**config.mk**
```make
export PLATFORM = sky130hd
export DESIGN_NAME = uart_irq_ident
export DESIGN_NICKNAME = d
export VERILOG_FILES = /design/src/rtl/uart_irq_pkg.sv /design/src/rtl/uart_irq_sticky.sv /design/src/rtl/uart_irq_txreq.sv /design/src/rtl/uart_irq_prio.sv /design/src/rtl/uart_irq_ident.sv
export SDC_FILE = /design/constraint.sdc
export NUM_CORES = 1
export LEC_CHECK = 0
export ABC_AREA = 1
export BUFFER_PORTS_ARGS = -buffer_cell sky130_fd_sc_hd__buf_4
export CORE_MARGIN = 10
export CORE_UTILIZATION = 41
export DETAILED_ROUTE_END_ITERATION = 16
export HOLD_SLACK_MARGIN = 0.02
export PLACE_DENSITY = 0.77
export SYNTH_ARGS = -nofsm -noshare
export SYNTH_HDL_FRONTEND = slang
export SYNTH_SLANG_ARGS = --single-unit
```
**constraint.sdc**
```tcl
create_clock -name clk -period 1.2 [get_ports clk]
set_clock_uncertainty 0.15 [all_clocks]
set_input_delay 0.24 -clock clk [delete_from_list [all_inputs] [get_ports clk]]
set_output_delay 0.24 -clock clk [all_outputs]
set_load 0.02 [all_outputs]
```
**src/rtl/uart_irq_pkg.sv**
```systemverilog
package uart_irq_pkg;
   typedef enum logic [3:0] {
      ID_MODEM  = 4'b0000,
      ID_NONE   = 4'b0001,
      ID_TXREQ  = 4'b0010,
      ID_RXDATA = 4'b0100,
      ID_LINE   = 4'b0110,
      ID_RXTMO  = 4'b1100
   } irq_id_e;

   localparam int unsigned SRC_N = 5;
   localparam int unsigned SRC_MODEM = 0;
   localparam int unsigned SRC_TX    = 1;
   localparam int unsigned SRC_TMO   = 2;
   localparam int unsigned SRC_RX    = 3;
   localparam int unsigned SRC_LINE  = 4;
endpackage

```
**src/rtl/uart_irq_sticky.sv**
```systemverilog
module uart_irq_sticky (
   input  logic clk,
   input  logic rst_n,
   input  logic set_i,
   input  logic clr_i,
   output logic flag_o
);
   always_ff @(posedge clk or negedge rst_n) begin
      if (!rst_n)
         flag_o <= 1'b0;
      else if (set_i)
         flag_o <= 1'b1;
      else if (clr_i)
         flag_o <= 1'b0;
   end

   assert_set_wins_R12: assert property (@(posedge clk) disable iff (!rst_n)
      set_i |=> flag_o);
   assert_clear_drops_R9: assert property (@(posedge clk) disable iff (!rst_n)
      (clr_i && !set_i) |=> !flag_o);
endmodule

```
**src/rtl/uart_irq_txreq.sv**
```systemverilog
module uart_irq_txreq #(
   parameter int unsigned DEPTH = 64,
   parameter int unsigned LVL_W = $clog2(DEPTH + 1)
) (
   input  logic             clk,
   input  logic             rst_n,
   input  logic             fifo_mode,
   input  logic             thr_empty,
   input  logic [LVL_W-1:0] level,
   input  logic             clr_i,
   output logic             pend_o
);
   localparam logic [LVL_W-1:0] HALF = LVL_W'(DEPTH / 2);

   logic             qual, qual_q, set_ev;
   logic [LVL_W-1:0] level_q;

   assign qual   = fifo_mode ? (level <= HALF) : thr_empty;
   assign set_ev = qual && (!qual_q || (fifo_mode && (level != level_q)));

   always_ff @(posedge clk or negedge rst_n) begin
      if (!rst_n) begin
         qual_q  <= 1'b0;
         level_q <= '0;
         pend_o  <= 1'b0;
      end else begin
         qual_q  <= qual;
         level_q <= level;
         if (set_ev)
            pend_o <= 1'b1;
         else if (clr_i)
            pend_o <= 1'b0;
      end
   end

   assert_raise_on_qualify_R4: assert property (@(posedge clk) disable iff (!rst_n)
      (qual && !qual_q) |=> pend_o);
   assert_cleared_by_strobe_R7: assert property (@(posedge clk) disable iff (!rst_n)
      (clr_i && !set_ev) |=> !pend_o);
   assert_no_raise_above_half_R5: assert property (@(posedge clk) disable iff (!rst_n)
      (fifo_mode && (level > HALF) && !pend_o) |=> !pend_o);
endmodule

```
**src/rtl/uart_irq_prio.sv**
```systemverilog
module uart_irq_prio
   import uart_irq_pkg::*;
(
   input  logic [SRC_N-1:0] req_i,
   output irq_id_e          id_o,
   output logic             any_o
);
   always_comb begin
      if (req_i[SRC_LINE])       id_o = ID_LINE;
      else if (req_i[SRC_RX])    id_o = ID_RXDATA;
      else if (req_i[SRC_TMO])   id_o = ID_RXTMO;
      else if (req_i[SRC_TX])    id_o = ID_TXREQ;
      else if (req_i[SRC_MODEM]) id_o = ID_MODEM;
      else                       id_o = ID_NONE;
   end

   assign any_o = |req_i;

   always_comb begin
      assert_code_lsb_R2: assert (any_o == !id_o[0]);
   end
endmodule

```
**src/rtl/uart_irq_ident.sv**
```systemverilog
module uart_irq_ident
   import uart_irq_pkg::*;
#(
   parameter int unsigned TX_DEPTH    = 64,
   parameter int unsigned NUM_MODEM   = 4,
   parameter bit          ABL_PRESENT = 1'b1,
   parameter int unsigned LVL_W       = $clog2(TX_DEPTH + 1)
) (
   input  logic                 clk,
   input  logic                 rst_n,
   input  logic                 en_line,
   input  logic                 en_rx,
   input  logic                 en_tx,
   input  logic                 en_modem,
   input  logic                 line_pend,
   input  logic                 rx_pend,
   input  logic                 rxto_pend,
   input  logic                 fifo_mode,
   input  logic                 thr_empty,
   input  logic [LVL_W-1:0]     tx_level,
   input  logic [NUM_MODEM-1:0] modem_delta,
   input  logic                 abl_lock,
   input  logic                 id_rd,
   input  logic                 msr_rd,
   input  logic                 thr_wr,
   output logic [3:0]           irq_id,
   output logic                 irq_pending,
   output logic                 abl_flag,
   output logic                 irq
);
   if (TX_DEPTH < 2 || (TX_DEPTH % 2) != 0) begin : g_bad_depth
      $error("uart_irq_ident: TX_DEPTH must be even and at least 2");
   end
   if (NUM_MODEM < 1) begin : g_bad_modem
      $error("uart_irq_ident: NUM_MODEM must be at least 1");
   end
   if (LVL_W < $clog2(TX_DEPTH + 1)) begin : g_bad_lvl
      $error("uart_irq_ident: LVL_W too narrow for TX_DEPTH");
   end

   logic            tx_pend, modem_pend, tx_clr;
   logic [SRC_N-1:0] req;
   irq_id_e         code;

   assign tx_clr = thr_wr || (id_rd && (code == ID_TXREQ));

   uart_irq_txreq #(.DEPTH(TX_DEPTH), .LVL_W(LVL_W)) u_txreq (
      .clk(clk), .rst_n(rst_n), .fifo_mode(fifo_mode), .thr_empty(thr_empty),
      .level(tx_level), .clr_i(tx_clr), .pend_o(tx_pend)
   );

   uart_irq_sticky u_modem (
      .clk(clk), .rst_n(rst_n), .set_i(|modem_delta), .clr_i(msr_rd),
      .flag_o(modem_pend)
   );

   if (ABL_PRESENT) begin : g_abl
      uart_irq_sticky u_abl (
         .clk(clk), .rst_n(rst_n), .set_i(abl_lock), .clr_i(id_rd),
         .flag_o(abl_flag)
      );
   end else begin : g_no_abl
      assign abl_flag = 1'b0;
   end

   always_comb begin
      req            = '0;
      req[SRC_LINE]  = en_line  && line_pend;
      req[SRC_RX]    = en_rx    && rx_pend;
      req[SRC_TMO]   = en_rx    && rxto_pend;
      req[SRC_TX]    = en_tx    && tx_pend;
      req[SRC_MODEM] = en_modem && modem_pend;
   end

   uart_irq_prio u_prio (.req_i(req), .id_o(code), .any_o(irq_pending));

   assign irq_id = code;
   assign irq    = irq_pending || abl_flag;

   assert_line_on_top_R2: assert property (@(posedge clk) disable iff (!rst_n)
      (en_line && line_pend) |-> (irq_id == ID_LINE));
   assert_disabled_silent_R3: assert property (@(posedge clk) disable iff (!rst_n)
      (!en_line && !en_rx && !en_tx && !en_modem) |-> (irq_id == ID_NONE));
   assert_abl_drives_line_R10: assert property (@(posedge clk) disable iff (!rst_n)
      abl_flag |-> irq);
   assert_id_read_keeps_modem_R9: assert property (@(posedge clk) disable iff (!rst_n)
      (modem_pend && !msr_rd) |=> modem_pend);
endmodule

```
== Word-level counts from Yosys, hierarchy flattened ==
Index checks and enable logic that the tools add are counted.
Storage, ports and cells
  output and inout port bits: 7
  input port bits: 26
  logic and storage cells: 37
  flip-flop bits (word level): 11
Operators by class
  equal/unequal tests: 2
  reduce and logical (&&, ||, !) cells: 17
  $lt $le $gt $ge: 1
  multiplexer cells: 12
Operators with widths (count)
  $mux 4: 4
  $logic_and 1x1->1: 8
  $mux 1: 8
  $le 7x6->1 const B: 1
  $ne 7x7->1: 1
  $reduce_bool 2->1: 3
  $reduce_or 5->1: 1
  $eq 4x2->1 const B: 1
  $reduce_or 4->1: 1
  $logic_or 1x1->1: 3
  $logic_not 1->1: 1

== Logic depth before layout (Yosys ltp) ==
Gate-level depths: netlist (run 1).
  word-level depth: 11
  mapped depth: 10
  depth with buffers taken out: 10

== Modules after synthesis ==
From an unflattened synthesis (run 1), not the netlist that was laid out.
Second synthesis, totals
  cell total of the unflattened synthesis: 103
  area, all modules: 648.1 um2
Modules (own cells, without submodules)
  uart_irq_txreq: area each 435.4 um2, times used 1, cells each 61
  uart_irq_ident: area each 82.6 um2, times used 1, cells each 21
  uart_irq_sticky: area each 40.0 um2, times used 2, cells each 5
  uart_irq_prio: area each 50.0 um2, times used 1, cells each 11

== Worst setup path after synthesis (run 1) ==
No wires, ideal clock.
  kind: input-to-output
  from: input rxto_pend
  to: output irq
  arrival time: 0.974 ns
  buffers on the path: 0
  required time: 0.810 ns
  cell stages on the path: 5
  setup slack: -0.164 ns
  cells stage by stage: o21a_1 nor2_2 inv_2 nor2_4 nand2_1
Between the ends
  word-level cells in the longest chain between the ends: 3
Ends and longest elaborated chain
  start: declaration: RTL line uart_irq_ident.sv:17  | input logic rxto_pend,
  $logic_and 1x1->1: RTL line uart_irq_ident.sv:70  | req[SRC_TMO] = en_rx && rxto_pend;
  $reduce_or 5->1: RTL line uart_irq_prio.sv:17  | assign any_o = |req_i;
  $logic_or 1x1->1: RTL line uart_irq_ident.sv:78  | assign irq = irq_pending || abl_flag;
  end: declaration: RTL line uart_irq_ident.sv:29  | output logic irq
No other way between the ends.

== Worst setup path in the final report (run 1) ==
  from: register u_txreq.pend_o
  to: output irq
Between the ends
  word-level cells in the longest chain between the ends: 3
Ends and longest elaborated chain
  start: declaration: RTL line uart_irq_txreq.sv:11  | output logic pend_o
  start signal: assignment: RTL line uart_irq_txreq.sv:25  | pend_o <= 1'b0;
  start signal: assignment: RTL line uart_irq_txreq.sv:30  | pend_o <= 1'b1;
  start signal: assignment: RTL line uart_irq_txreq.sv:32  | pend_o <= 1'b0;
  $logic_and 1x1->1: RTL line uart_irq_ident.sv:71  | req[SRC_TX] = en_tx && tx_pend;
  $reduce_or 5->1: RTL line uart_irq_prio.sv:17
  $logic_or 1x1->1: RTL line uart_irq_ident.sv:78
No other way between the ends.

==> results of run 1 <==
-- worst max-delay path, delay by kind of cell, from the launching register on --
family | cells | cell delay [ns]
buffers and inverters | 1 | 0.13
flip-flops | 1 | 0.41
AND/OR/NAND/NOR | 4 | 0.33
-- routing by layer --
metal / track usage, % / part of all wire (%)
met1: 12.0 / 36
met2: 25.9 / 53
met3: 4.42 / 10
met4: 4.70 / 0.65
met5: 0 / 0
-- stage by stage --
step,hold slack (ns),instances,setup TNS [ns],utilization [%],power (mW)
after floorplan,-0.206,75,-0.245,-,0.500
after global placement,-0.0686,127,-1.03,66.4,0.622
after CTS,0.0343,150,-1.45,87.2,0.981
after global routing,0.0486,150,-1.89,87.8,1.03
final,0.0349,150,-1.57,87.8,0.982
after detailed placement,-0.0690,127,-1.15,66.4,0.629
-- path summary, 6_finish.rpt --
| check | from | endpoint | cells after the start |
|---|---|---|---|
| setup / recovery | u_txreq.pend_o | irq | 5 |
| hold / removal | modem_delta[2] | u_modem.flag_o | 3 |
| setup reg to reg | u_txreq.pend_o | u_txreq.pend_o | 7 |
| hold reg to reg | u_txreq.qual_q | u_txreq.pend_o | 3 |
| max in group asynchronous | rst_n | u_txreq.level_q[2] | 2 |
| min in group asynchronous | rst_n | u_txreq.level_q[5] | 2 |
-- synth_stat cells, drive strengths merged --
cell type,count
nor2,6
nand2,29
dfrtp,11
inv,16
o21bai,1
xnor2,1
o21ai,3
nand3,2
o21a,1
nand4,1
nor4,1
nand3b,2
xor2,1
-- state kept, by name (all words and copies together), names as in the netlist --
signal,count
g_abl.u_abl.flag_o,1
u_modem.flag_o,1
u_txreq.level_q,7
u_txreq.pend_o,1
u_txreq.qual_q,1
-- where the power goes --
group / leakage, nW / internal, mW / switching (mW) / total (mW)
logic: 0.487 / 0.190 / 0.138 / 0.327
registers: 0.126 / 0.392 / 0.0132 / 0.406
clock network: 0.0150 / 0.129 / 0.121 / 0.249
-- logic make-up after synthesis --
| logic type | share of synthesized area [%] |
|---|---|
| DFF | 48.7 |
| AOI/OAI and AO/OA | 5.97 |
| and+or+nand+nor | 31.6 |
| buffers and inverters | 10.6 |
| xor gates and xnor gates | 3.10 |
-- cell type report --
type                       count  share of cell area [%]
tap                           15                    1.64
multi-input combinational     48                    23.2
sequential                    11                    24.1
timing repair buffer          56                    43.5
inverter                      16                    5.26
clock buffer                   4                    2.30
-- what timing repair did --
item / CTS / global route
buffers inserted: 8 / 1
pin swaps: 9 / 4
endpoints found under the setup margin: 7 / 8
hold buffers: 11 / 0
endpoints found under the hold margin: 20 / 0
gates resized for setup: 20 / 3
==> metrics, run 1 <==
Mean Syn Cell Area=7.54 sq um; total grt overflow=0; syn nets=a little over 100; Min-Delay Path Class=input port to flip-flop; setup slack after layout=-0.337 ns; Crit-path slowest cell=dfrtp_1; first-pass GRT wire length=3530 um; Post-DP HPWL=roughly 1300 um; Post-Syn Area=between 500 and 600 sq um; leakage power=0.627 nW; CTS tree=built; cell taking the most area after synthesis=dfrtp_1; I/O pin total=33; area post-placement=around 860 sq um; CTS Buf Count=3; H-tree levels=1; number of global-route vias before repair=between 700 and 800; fin nets=~160; area of the multi-input gates=about 270 sq um; gpl congestion=between 0.7 and 0.8; slowest cell delay on critical path=approximately 0.41 ns; Synth area leaders=dfrtp_1, nand2_1, inv_1; die height=57.1 um; minimum clock period after layout=about 1.5 ns; drt first pass iters=4; clock buffer depth=2; total track usage=between 10% and 20%; die width=about 57 um; Max Fclk=around 0.65 GHz; layout cell share with drive strength beyond 1=approximately 44%; final hold vios=0; pwr dens=approximately 860 mW/mm^2; YS warnings=0; Die ar.=between 0.003 and 0.004 sq mm; critical path fanouts, max=3; Port Buf Inserts=32; DRT iter0 DRCs=13; ANT cells=0; Worst-Margin Slew=0.266 ns; cell mode on critical path=nand2_2; Place WS=-0.228 ns; RSZ-0062 raised after global routing=yes; # clock sinks=11; critical path launch point type=flip-flop; FILL cells=69; nature of the critical path endpoint=primary output; sequential element share of the synthesized area=about half; Peak VDD IR=approximately 0.8 mV; synthesized flop and latch total=11; Cells after Synth=75; most frequent cells in the layout=buf_4, nand2_1, inv_1, buf_6; slew margin rel.=82.1%; initial antenna violation count=0; cell area after layout=~0.0011 sq mm; Critical Path RT=0.81 ns; CP Cell Sequence=nand2_2 > nand2_2 > nor2_4 > nand2_2 > buf_6; status=finished with violations; final wirelength=about 2200 um; r2r setup slk=-0.12 ns; Routed WL per cell=14.4 um; pin count of the biggest net entering global routing=12; endpoints failing setup=6; failing checks=negative setup slack; commonest non-fill, non-tap cell in the layout=buf_4; Routed Antenna Nets=0; final period utilization=128%; critical path class=flip-flop to primary output; Worst-Skew Late Latency=approximately 0.27 ns; CTS root buf=clkbuf_4; Synth-to-Final Area Change=102%; DR DRC count=0; share of Yosys cell area claimed by the top area cell type=48.7%; Vias=between 700 and 800; clk slew on worst S/H paths=about 0.070 ns; Core Region=between 0.001 and 0.0015 sq mm; Reg area=roughly 280 sq um; vias per cell=roughly 4.8; initial core utilization=a little over two fifths; worst path arrival time=between 1 and 1.5 ns; Yosys cell types=17; max_cap viols=0; Slew Viols, Final=0; site row count=13
Power figures use the tool's default switching activity.
==> run 2, diff against run 1 <==
Settings changed: REMOVE_ABC_BUFFERS from default to 1.
==> run 2 against run 1 <==
Against the previous run: the flow still finishes with violations (negative setup slack); sequential share of layout area rose by 1.9 points; sequential power barely moved; combinational power fell by 16%; power fell by 5.6%; wire length fell by 16%; register-to-register slack improved by 0.13 ns; highest routed layer unchanged; first-iteration DRC count fell by 38%.
==> metrics, run 2 (same netlist as run 1, synthesis figures left out) <==
status=finished with violations (unchanged); failing checks=negative setup slack (unchanged); Core Region=0.00130 sq mm (unchanged); RSZ-0062 raised after global routing=yes (unchanged); critical path fanouts, max=2 (was 3); Vias=643 (was 721); gpl congestion=0.781 (was 0.791); Top reg by flops=u_txreq.level_q (unchanged); critical path launch point type=flip-flop (unchanged); die height=57.1 um (unchanged); Worst-Margin Slew=0.284 ns (was 0.266 ns); Non-Filler Instances=142 (was 150); DR DRC count=0 (unchanged); setup slack after layout=-0.284 ns (was -0.337 ns); CTS Buf Count=3 (unchanged); H-tree levels=1 (unchanged); Crit-path slowest cell=dfrtp_1 (unchanged); number of global-route vias before repair=649 (was 797); clk slew on worst S/H paths=0.07 ns (about the same); slew margin rel.=80.9% (was 82.1%); # clock sinks=11 (unchanged); Slew Viols, Final=0 (unchanged); worst path arrival time=1.09 ns (was 1.15 ns); commonest non-fill, non-tap cell in the layout=buf_4 (unchanged); Routed Antenna Nets=0 (unchanged); minimum clock period after layout=1.48 ns (was 1.54 ns); I/O pin total=33 (unchanged); final hold vios=0 (unchanged); clock buffer depth=2 (unchanged); # placed instances=126 (was 127); ANT cells=0 (unchanged); endpoints failing setup=5 (was 6); Die ar.=0.00326 sq mm (unchanged); first-pass GRT wire length=2660 um (was 3530 um); Min-Delay Path Class=input port to flip-flop (unchanged); CTS root buf=clkbuf_4 (unchanged); initial antenna violation count=0 (unchanged); die width=57.1 um (unchanged); final wirelength=1810 um (was 2160 um); most frequent cells in the layout=buf_4, nand2_1, inv_1 (was buf_4, nand2_1, inv_1, buf_6); DRT iter0 DRCs=8 (was 13); slowest cell delay on critical path=0.36 ns (was 0.41 ns); pin count of the biggest net entering global routing=12 (unchanged); layout cell share with drive strength beyond 1=40.2% (was 44.4%); CP bufs+invs=2 (was 1); vias per cell=4.53 (was 4.81); Synth-to-Final Area Change=87.4% (was 102%); Max Fclk=0.674 GHz (was 0.651 GHz); Peak VDD IR=0.759 mV (was 0.787 mV); leakage power=0.585 nW (was 0.627 nW); Worst Hold Slack=0.0474 ns (was 0.0349 ns); CTS tree=built (unchanged); CP Cell Sequence=nand2_2 > buf_4 > o21ai_4 > buf_6 (was nand2_2 > nand2_2 > nor2_4 > nand2_2 > buf_6); number of flip-flops in the largest register=7 (unchanged); critical path class=flip-flop to primary output (unchanged); Port Buf Inserts=32 (unchanged); Post-DP HPWL=1320 um (was 1310 um); Critical Path RT=0.81 ns (about the same); total track usage=10.0% (was 13.2%); pwr dens=874 mW/mm^2 (was 860 mW/mm^2); Worst-Skew Late Latency=0.27 ns (about the same); final period utilization=124% (was 128%); initial core utilization=43.5% (unchanged); max_cap viols=0 (unchanged); total grt overflow=0 (unchanged); fin nets=154 (was 162); drt first pass iters=4 (unchanged); Crit path max-delay family=flip-flops (unchanged); site row count=13 (unchanged); Routed WL per cell=12.7 um (was 14.4 um); total power=0.927 mW (was 0.982 mW); nature of the critical path endpoint=primary output (unchanged)
[run 2: metrics by stage]
stage	area (sq um)	setup TNS, ns	setup slack (ns)	util, %
after floorplan	566	-0.291	-0.164	-
final	1060	-1.27	-0.284	81.4
after global placement	855	-0.826	-0.193	65.7
after detailed placement	855	-0.943	-0.221	65.7
after CTS	1040	-1.10	-0.290	79.7
after global routing	1060	-1.73	-0.363	81.4
[run 2: layout make-up]
| class | instances | area, sq um |
|---|---|---|
| multi-input combinational | 48 | 260 |
| clock inverter | 1 | 5.00 |
| tap | 15 | 18.8 |
| sequential | 11 | 275 |
| timing repair buffer | 48 | 418 |
| inverter | 16 | 60.1 |
| clock buffer | 3 | 22.5 |
| fill | 93 | 241 |
[run 2: what timing repair did]
item / CTS / global route
hold buffers: 11 / 0
setup endpoints to repair: 7 / 8
setup buffers: 0 / 1
pin swaps: 2 / 2
hold endpoints to repair: 20 / 0
gates resized for setup: 14 / 3
[run 2: worst paths after layout]
| kind | slack, ns | depth (start not counted) | to | from |
|---|---|---|---|---|
| max | -0.28 | 4 | irq_id[1] | u_txreq.pend_o |
| min | 0.05 | 3 | u_modem.flag_o | modem_delta[0] |
| max reg2reg | 0.01 | 10 | u_txreq.pend_o | u_txreq.level_q[4] |
| min reg2reg | 0.35 | 3 | u_txreq.pend_o | u_txreq.qual_q |
| max in group asynchronous | 0.57 | 2 | u_modem.flag_o | rst_n |
| min in group asynchronous | 0.18 | 2 | u_txreq.level_q[6] | rst_n |
[run 2: tightest hold or removal path, delay by kind of cell]
family / cells / cell delay [ns]
compound gates: 1 / 0.06
buf+inv: 1 / 0.08
simple gates: 1 / 0.04
[run 2: power by group]
group	total, mW	internal, mW	switching, mW
clock network	0.247	0.123	0.124
logic	0.276	0.156	0.121
registers	0.403	0.392	0.0112
total	0.927	0.671	0.256
[run 2: routing by layer]
| layer | GRT usage [%] | routed length, um | part of all wire [%] |
|---|---|---|---|
| met1 | 9.92 | 693 | 38 |
| met2 | 17.4 | 910 | 50 |
| met3 | 5.09 | 191 | 11 |
| met4 | 4.03 | 11 | 0.61 |
| met5 | 0 | 0 | 0 |
==> run 3, diff against run 2 <==
Settings changed: SKIP_CTS_REPAIR_TIMING from default to 1.
==> run 3 against run 2 <==
Against the previous run: the run still ends with negative setup slack left; first-iteration DRC count is 25% higher; global-route usage is 1.3 points lower; non-clock buffer count is 1 higher; wire length is 3.0% higher; cell area is 0.71% higher; clock-buffer cell count stayed put; hold slack worse by 0.0040 ns; cell count is 0.70% higher; sequential share of layout area is 0.18 points lower; utilization is 0.58 points higher; via count is 1.2% higher; critical endpoint unchanged; highest routed layer unchanged.
==> metrics, run 3 (same netlist as run 1, synthesis figures left out) <==
status=finished with violations (unchanged); failing checks=negative setup slack (unchanged); DRT iter0 DRCs=10 (was 8); Core Region=0.00130 sq mm (unchanged); gpl congestion=0.781 (unchanged); final hold vios=0 (unchanged); Critical Path RT=0.81 ns (about the same); Reg area=275 sq um (unchanged); clock buffer depth=2 (unchanged); pwr dens=875 mW/mm^2 (was 874 mW/mm^2); final period utilization=127% (was 124%); critical path fanouts, max=2 (unchanged); setup slack after layout=-0.327 ns (was -0.284 ns); number of flip-flops in the largest register=7 (unchanged); clock power share=26.5% (was 26.7%); NetSw=0.258 mW (was 0.256 mW); site row count=13 (unchanged); HP Start=modem_delta[2] (was modem_delta[0]); max_cap viols=0 (unchanged); CP Cell Sequence=nand2_2 > buf_4 > o21ai_4 > buf_6 (unchanged); leakage power=0.590 nW (was 0.585 nW); Non-Filler Instances=143 (was 142); Post-DP HPWL=1320 um (unchanged); RR Endpoint=u_txreq.pend_o (unchanged); first-pass GRT wire length=2290 um (was 2660 um); Min-Delay Path Class=input port to flip-flop (unchanged); FF-to-FF path depth=7 (was 10); DR DRC count=0 (unchanged); # placed instances=126 (unchanged); # clock sinks=11 (unchanged); layout cell share with drive strength beyond 1=40.6% (was 40.2%); R2R Path Start=u_txreq.pend_o (was u_txreq.level_q[4]); hold path depth=3 (unchanged); fin nets=155 (was 154); minimum clock period after layout=1.53 ns (was 1.48 ns); total track usage=8.73% (was 10.0%); Die ar.=0.00326 sq mm (unchanged); most frequent cells in the layout=buf_4, nand2_1, inv_1 (unchanged); die height=57.1 um (unchanged); drt first pass iters=4 (unchanged); CTS Buf Count=3 (unchanged); initial core utilization=43.5% (unchanged); Hold EP=u_modem.flag_o (unchanged); pin count of the biggest net entering global routing=12 (unchanged); Util after Layout=82.0% (was 81.4%); endpoints failing setup=6 (was 5); Total Negative Setup Slacks=-1.46 ns (was -1.27 ns); Gate power share=30.3% (was 29.8%); Slew Viols, Final=0 (unchanged); initial antenna violation count=0 (unchanged); Crit path max-delay family=flip-flops (unchanged); Routed WL per cell=13.0 um (was 12.7 um); CP bufs+invs=2 (unchanged); I/O pin total=33 (unchanged); Worst-Margin Slew=0.265 ns (was 0.284 ns); clk slew on worst S/H paths=0.07 ns (about the same); die width=57.1 um (unchanged); Max Fclk=0.655 GHz (was 0.674 GHz); Switching Fraction=27.6% (about the same); slew margin rel.=82.2% (was 80.9%); cell-internal power=0.676 mW (was 0.671 mW); Peak VDD IR=0.757 mV (was 0.759 mV); area of the multi-input gates=260 sq um (unchanged); Worst-Skew Late Latency=0.27 ns (about the same); r2r setup slk=-0.08 ns (was 0.01 ns); Top reg by flops=u_txreq.level_q (unchanged); Synth-to-Final Area Change=88.7% (was 87.4%); Seq pwr share=43.2% (was 43.5%); CTS root buf=clkbuf_4 (unchanged); critical path launch point type=flip-flop (unchanged); Place WS=-0.221 ns (unchanged); FILL cells=96 (was 93); critical path class=flip-flop to primary output (unchanged); slowest cell delay on critical path=0.37 ns (was 0.36 ns); Crit-path slowest cell=dfrtp_1 (unchanged); Routed Antenna Nets=0 (unchanged); Vias=651 (was 643); total grt overflow=0 (unchanged); RSZ-0062 raised after global routing=yes (unchanged); H-tree levels=1 (unchanged); Port Buf Inserts=32 (unchanged); nature of the critical path endpoint=primary output (unchanged); final wirelength=1860 um (was 1810 um); vias per cell=4.55 (was 4.53); ANT cells=0 (unchanged); CTS tree=built (unchanged); number of global-route vias before repair=569 (was 649); worst path arrival time=1.14 ns (was 1.09 ns); commonest non-fill, non-tap cell in the layout=buf_4 (unchanged)
## run 3: worst max-delay path by stage
| stage | startpoint | end | slack (ns) | cells past startpoint |
|---|---|---|---|---|
| 4_1_cts | u_txreq.pend_o | irq | -0.34 | 5 |
| 5_1_grt | u_txreq.pend_o | irq_id[1] | -0.39 | 4 |
| 2_1_floorplan | rxto_pend | irq | -0.16 | 5 |
| 3_5_place_dp | rxto_pend | irq | -0.22 | 7 |
| 3_3_place_gp | rxto_pend | irq | -0.19 | 7 |
| 6_report | u_txreq.pend_o | irq_id[1] | -0.33 | 4 |
## run 3: cell type report
type	instances	area share, %
Inverter	16	5.63
Clock inverter	1	0.469
Sequential cell	11	25.8
Timing Repair Buffer	49	39.9
Multi-Input combinational cell	48	24.4
Clock buffer	3	2.11
Tap cell	15	1.76
## run 3: worst min-delay path, stage by stage
cell and delay [ns]:
buf_4 0.08, nor4_1 0.04, o21ai_0 0.06
## run 3: through the flow
stage | area (sq um) | total power, mW | hold slack (ns)
2_1_floorplan | 566 | 0.498 | -0.206
3_3_place_gp | 855 | 0.618 | -0.0709
3_5_place_dp | 855 | 0.625 | -0.0701
4_1_cts | 882 | 0.879 | -0.364
5_1_grt | 1070 | 0.994 | 0.0331
6_report | 1070 | 0.934 | 0.0434
## run 3: power groups by stage
| stage | logic (mW) | clock network (mW) | registers (mW) |
|---|---|---|---|
| floorplan | 0.0876 | 0 | 0.410 |
| global placement | 0.210 | 0 | 0.408 |
| detailed placement | 0.216 | 0 | 0.409 |
| CTS | 0.217 | 0.260 | 0.402 |
| global route | 0.308 | 0.280 | 0.406 |
| finish | 0.283 | 0.247 | 0.404 |
## run 3: per-layer routing
metal / track usage [%] / vias to the layer above / share of wire [%]
met2: 14.7 / 29 / 52
met5: 0 / - / 0
met3: 4.20 / 2 / 9.2
met1: 8.91 / 287 / 39
met4: 4.03 / 0 / 0.54
li1: - / 333 / -
